File: src/rtl/mclkgen_pkg.sv
`timescale 1ns/1ps
package mclkgen_pkg;

  typedef enum logic [1:0] {
    RATIO_128 = 2'd0,
    RATIO_192 = 2'd1,
    RATIO_256 = 2'd2,
    RATIO_384 = 2'd3
  } ratio_e;

  function automatic ratio_e ratio_of(input logic dbl, input logic hi);
    return ratio_e'({~dbl, hi});
  endfunction

  function automatic int unsigned base_div(input ratio_e r);
    case (r)
      RATIO_128: return 2;
      RATIO_192: return 3;
      RATIO_256: return 4;
      default:   return 6;
    endcase
  endfunction

endpackage

File: src/rtl/strap_sampler.sv
`timescale 1ns/1ps
module strap_sampler #(
  parameter int unsigned PWRUP_CYCLES = 4096
) (
  input  logic clk_i,
  input  logic rst_ni,
  input  logic lrck_strap_i,
  input  logic sclk_strap_i,
  output logic done_o,
  output logic dbl_o,
  output logic hi_o
);
  localparam int unsigned CW = $clog2(PWRUP_CYCLES + 1);
  localparam logic [CW-1:0] LAST = CW'(PWRUP_CYCLES - 1);

  logic [CW-1:0] cnt_q;

  always_ff @(posedge clk_i or negedge rst_ni) begin
    if (!rst_ni) begin
      cnt_q  <= '0;
      done_o <= 1'b0;
      dbl_o  <= 1'b0;
      hi_o   <= 1'b0;
    end else if (!done_o) begin
      if (cnt_q == LAST) begin
        done_o <= 1'b1;
        dbl_o  <= lrck_strap_i;
        hi_o   <= sclk_strap_i;
      end else begin
        cnt_q <= cnt_q + 1'b1;
      end
    end
  end

  AST_CFG_FROZEN: assert property (@(posedge clk_i) disable iff (!rst_ni)
    (done_o && $past(done_o)) |-> ($stable(dbl_o) && $stable(hi_o)));

endmodule

File: src/rtl/sclk_divider.sv
`timescale 1ns/1ps
module sclk_divider #(
  parameter int unsigned DW = 4
) (
  input  logic          clk_i,
  input  logic          rst_ni,
  input  logic          run_i,
  input  logic [DW-1:0] div_i,
  output logic          sclk_o,
  output logic          fall_o,
  output logic          odd_o
);
  logic [DW-1:0] cnt_q;
  logic [DW-1:0] half;
  logic          pos_q, neg_q, hi_next;

  assign half    = div_i >> 1;
  assign hi_next = cnt_q < half;
  assign odd_o   = div_i[0];

  always_ff @(posedge clk_i or negedge rst_ni) begin
    if (!rst_ni) begin
      cnt_q <= '0;
      pos_q <= 1'b0;
    end else if (!run_i) begin
      cnt_q <= '0;
      pos_q <= 1'b0;
    end else begin
      pos_q <= hi_next;
      cnt_q <= (cnt_q == div_i - 1'b1) ? '0 : cnt_q + 1'b1;
    end
  end

  // half-cycle stretch for odd divisors
  always_ff @(negedge clk_i or negedge rst_ni) begin
    if (!rst_ni) neg_q <= 1'b0;
    else         neg_q <= pos_q;
  end

  assign sclk_o = pos_q | (odd_o & neg_q);
  assign fall_o = run_i & pos_q & ~hi_next;

  AST_CNT_BOUND: assert property (@(posedge clk_i) disable iff (!rst_ni)
    run_i |-> (cnt_q < div_i));
  AST_DIV_HELD: assert property (@(posedge clk_i) disable iff (!rst_ni)
    (run_i && $past(run_i)) |-> $stable(div_i));

endmodule

File: src/rtl/lrck_framer.sv
`timescale 1ns/1ps
module lrck_framer #(
  parameter int unsigned HALF_SCLKS = 32
) (
  input  logic clk_i,
  input  logic rst_ni,
  input  logic run_i,
  input  logic fall_i,
  input  logic odd_i,
  output logic lrck_o
);
  localparam int unsigned BW = (HALF_SCLKS > 1) ? $clog2(HALF_SCLKS) : 1;
  localparam logic [BW-1:0] LAST = BW'(HALF_SCLKS - 1);

  logic [BW-1:0] bcnt_q;
  logic          lp_q, ln_q;

  always_ff @(posedge clk_i or negedge rst_ni) begin
    if (!rst_ni) begin
      bcnt_q <= '0;
      lp_q   <= 1'b0;
    end else if (!run_i) begin
      bcnt_q <= '0;
      lp_q   <= 1'b0;
    end else if (fall_i) begin
      if (bcnt_q == LAST) begin
        bcnt_q <= '0;
        lp_q   <= ~lp_q;
      end else begin
        bcnt_q <= bcnt_q + 1'b1;
      end
    end
  end

  // follows the bit clock fall, which lands on a negedge for odd divisors
  always_ff @(negedge clk_i or negedge rst_ni) begin
    if (!rst_ni) ln_q <= 1'b0;
    else         ln_q <= lp_q;
  end

  assign lrck_o = odd_i ? ln_q : lp_q;

  AST_LRCK_ON_SCLK_FALL: assert property (@(posedge clk_i) disable iff (!rst_ni)
    (run_i && (lp_q != $past(lp_q))) |-> $past(fall_i));

endmodule

File: src/rtl/mclk_strap_clkgen.sv
`timescale 1ns/1ps
module mclk_strap_clkgen
  import mclkgen_pkg::*;
#(
  parameter int unsigned PWRUP_CYCLES = 4096,
  parameter int unsigned PREDIV       = 1,
  parameter int unsigned HALF_SCLKS   = 32
) (
  input  logic       clk_i,
  input  logic       rst_ni,
  input  logic       sclk_pad_i,
  input  logic       lrck_pad_i,
  output logic       sclk_pad_o,
  output logic       sclk_pad_oe_o,
  output logic       lrck_pad_o,
  output logic       lrck_pad_oe_o,
  output logic       dbl_speed_o,
  output logic [1:0] ratio_o
);
  localparam int unsigned DW = $clog2(6 * PREDIV + 1);

  logic          run, dbl, hi, fall, odd;
  ratio_e        ratio;
  logic [DW-1:0] div;

  strap_sampler #(.PWRUP_CYCLES(PWRUP_CYCLES)) u_straps (
    .clk_i        (clk_i),
    .rst_ni       (rst_ni),
    .lrck_strap_i (lrck_pad_i),
    .sclk_strap_i (sclk_pad_i),
    .done_o       (run),
    .dbl_o        (dbl),
    .hi_o         (hi)
  );

  assign ratio = ratio_of(dbl, hi);

  generate
    if (PREDIV == 2) begin : g_prediv
      assign div = DW'(base_div(ratio) * 2);
    end else begin : g_direct
      assign div = DW'(base_div(ratio));
    end
  endgenerate

  sclk_divider #(.DW(DW)) u_div (
    .clk_i  (clk_i),
    .rst_ni (rst_ni),
    .run_i  (run),
    .div_i  (div),
    .sclk_o (sclk_pad_o),
    .fall_o (fall),
    .odd_o  (odd)
  );

  lrck_framer #(.HALF_SCLKS(HALF_SCLKS)) u_frame (
    .clk_i  (clk_i),
    .rst_ni (rst_ni),
    .run_i  (run),
    .fall_i (fall),
    .odd_i  (odd),
    .lrck_o (lrck_pad_o)
  );

  assign sclk_pad_oe_o = run;
  assign lrck_pad_oe_o = run;
  assign dbl_speed_o   = dbl;
  assign ratio_o       = ratio;

  AST_PADS_IDLE: assert property (@(posedge clk_i) disable iff (!rst_ni)
    !sclk_pad_oe_o |-> (!sclk_pad_o && !lrck_pad_o));

endmodule

File: config.mk
export PLATFORM = sky130hd
export DESIGN_NAME = mclk_strap_clkgen
export DESIGN_NICKNAME = d
export VERILOG_FILES = /design/src/rtl/mclkgen_pkg.sv /design/src/rtl/strap_sampler.sv /design/src/rtl/sclk_divider.sv /design/src/rtl/lrck_framer.sv /design/src/rtl/mclk_strap_clkgen.sv
export SDC_FILE = /design/constraint.sdc
export NUM_CORES = 1
export LEC_CHECK = 0
export ABC_AREA = 1
export BUFFER_PORTS_ARGS = -buffer_cell sky130_fd_sc_hd__buf_4
export CELL_PAD_IN_SITES_DETAIL_PLACEMENT = 0
export CELL_PAD_IN_SITES_GLOBAL_PLACEMENT = 2
export CORE_ASPECT_RATIO = 1.75
export CORE_UTILIZATION = 37
export CTS_CLUSTER_DIAMETER = 200
export DETAILED_ROUTE_END_ITERATION = 8
export HOLD_SLACK_MARGIN = 0.12
export PLACE_DENSITY_LB_ADDON = 0.15
export RECOVER_POWER = 100
export REMOVE_ABC_BUFFERS = 1
export SYNTH_ARGS = -nofsm -noshare
export SYNTH_HDL_FRONTEND = slang
export SYNTH_SLANG_ARGS = --single-unit
File: constraint.sdc
create_clock -name clk_i -period 2.78 [get_ports clk_i]
set_clock_uncertainty 0.1 [all_clocks]
set_input_delay 0.139 -clock clk_i [delete_from_list [all_inputs] [get_ports clk_i]]
set_output_delay 0.139 -clock clk_i [all_outputs]
set_load 0.05 [all_outputs]
==> flow_summary.yaml <==
clock_tree:
  clk_pin_slew_ns: 0.09
  root_buffer: "clkbuf_8"
  clock_path_buffers: 2
  cts_tree: "done"
  post_cts_buffers: 0
  h-tree-depth: 1
  cts.sinks: 28
  clkLatencyLatePin_ns: 0.28
  cts_buffers: 3
grt:
  grt_pass1_vias: 1292
  grt_max_degree: 29
  antenna_found_initial: 0
  track_usage_pct: 16.8
  overflow: 0
  grt_pass1_wl_mm: 5.61
route:
  wirelength_mm: 3.35
  first_pass_iters: 4
  drc_errors: 0
  wl_per_cell_um: 12.4
  vias: 1285
  first_iter_violations: 21
  final_antenna_net_count: 0
  vias_per_cell: 4.76
timing:
  slew_headroom_pct: 55.1
  fin_setup_tns_ns: 0
  report.final.slew_viol_count: 0
  setup_viol: 0
  hold_slack_ns: 0.206
  rsz0062_at_grt: "no"
  final_hold_viol_count: 0
  worst_slew_pin_slew_ns: 0.671
power:
  max-vdd-ir-drop_uv: 267
  p_leak_nw: 0.906
  powerDensity_nw_per_um2: 425
floorplan:
  die_y_um: 88.9
  io_pins: 11
  start_util_pct: 38.4
  num_rows: 31
  die_area_um2: 4590
  die_w_um: 51.6
  coreArea_um2: 4150
worst_setup_path:
  endpoint: "lrck_pad_o"
  worstPathMaxFanout: 1
  end_kind: "output pin"
  rrSetupSlack_ns: 0.53
  crit_required_ns: 2.54
  cp-startpoint: "u_frame.ln_q"
  reg2reg_depth: 8
  criticalPathCategory: "reg -> out"
  r2r-end: "u_straps.cnt_q[5]"
  critPathLaunchType: "register"
  reg2reg_from: "u_straps.cnt_q[0]"
  crit_arrival_ns: 2.37
cells_and_area:
  antenna_cells: 0
  instances_no_fill: 270
  fin_nets: 235
  drive_gt1_share_pct: 7.69
  syn2layout_area_growth_pct: 10.8
placed_design:
  dp_hpwl_mm: 2.51
  dp_cells: 263
  gp_congestion: 0.719
  io_buffer_count: 10
synth:
  netlist_top_cells_area: "dfrtp_1 (41%), nand2_1 (19%), ha_1 (7.1%)"
  ys_ff_latch: 28
  synth_top_area_share_pct: 40.8
  synth_cell_type_count: 23
  syn_area_um2: 1600
  yosys-top-cells-count: "nand2_1 (80), dfrtp_1 (26), nor2_1 (25), inv_1 (18), ha_1 (9)"
  ys.flop_type: "dfrtp_1"
  synthArstFlopShare_pct: 100
  avgSynthCellArea_um2: 7.71
  yosys.area.top_type: "dfrtp_1"
  synth_most_common_cell: "nand2_1"
  syn_inst: 207
  yosys_warnings: 0
  seq_area_frac_synth_pct: 43.9
  synth_edf_count: 0
outcome:
  run_status: "complete, no violations"
job:
  cap_violations: 0
min_path:
  min-delay-path-class: "in -> async"
[timing repair]
item                                    in CTS  in global routing
endpoints found under the setup margin       0                  0
gates resized for setup                      0                  0
hold buffers                                 3                  0
endpoints found under the hold margin       28                  0
[sequential cells by signal, summed over array words and instances, names as in the netlist]
name             count
u_frame.lp_q         1
u_frame.ln_q         1
u_frame.bcnt_q       5
u_straps.cnt_q      13
u_straps.hi_o        1
u_div.neg_q          1
u_div.pos_q          1
u_straps.dbl_o       1
u_straps.done_o      1
u_div.cnt_q          3
[final cells by class]
cell class / count / area, µm²
timing repair buffer: 13 / 86.3
tap: 49 / 61.3
inverter: 20 / 77.6
clock inverter: 1 / 30.0
clock buffer: 3 / 41.3
multi-input combinational: 156 / 771
fill: 459 / 2380
sequential: 28 / 701
[worst min-delay path by stage]
stage               startpoint                 to  slack (ns)  depth (start not counted)
floorplan               rst_ni     u_div.cnt_q[0]       -0.26                          0
global placement        rst_ni     u_div.cnt_q[2]       -0.02                          1
detailed placement      rst_ni     u_div.cnt_q[2]       -0.01                          1
CTS                     rst_ni  u_straps.cnt_q[0]        0.22                          2
global route            rst_ni  u_straps.cnt_q[0]        0.25                          2
finish                  rst_ni     u_div.cnt_q[2]        0.21                          2
[per-layer routing]
metal	vias to the layer above	track usage [%]	wire [µm]
li1	662	-	-
met1	604	16.5	1330
met2	14	33.3	1890
met3	5	2.23	63
met4	0	7.62	57
met5	-	0	0
[worst max-delay path, cell delays in order (launching register included)]
cell     delay (ns)
dfrtn_1        0.40
nand2_1        0.05
nand2_1        0.06
buf_4          0.18
[cell families after synthesis]
group	after synthesis	synth area share, %
AND/OR/NAND/NOR	131	36.2
flip-flops	28	43.9
buffers and inverters	23	6.27
AO/OA/AOI/OAI	10	3.29
adder cells (fa/ha/maj)	9	7.06
XOR/XNOR	6	3.29
[metrics by stage]
stage	instance area, µm²	total power, W	util (%)	setup slack (ns)
after CTS	1810	0.000765	43.6	0.160
after floorplan	1570	0.000415	-	0.400
after detailed placement	1710	0.000427	41.2	0.482
after global placement	1710	0.000427	41.2	0.490
final	1770	0.000751	42.6	0.172
after global routing	1770	0.000780	42.6	0.131
[cells in the final DEF (no fill, tap or decap), types with 4 or more instances in the layout]
master	n
ha_1	9
nand3_1	8
nor2_1	28
nand2_1	81
buf_4	5
nand4_1	4
inv_1	18
clkbuf_1	5
dfrtp_1	26
o21ai_0	8
[power by group]
group / leakage [nW] / switching, W / internal [W] / total (W)
sequential: 0.366 / 0 / 0.000407 / 0.000407
clock: 0.0357 / 0.000137 / 0.000193 / 0.000330
combinational: 0.504 / 0.00000899 / 0.00000543 / 0.0000144
Note: power is estimated with default switching activity, not from simulation.
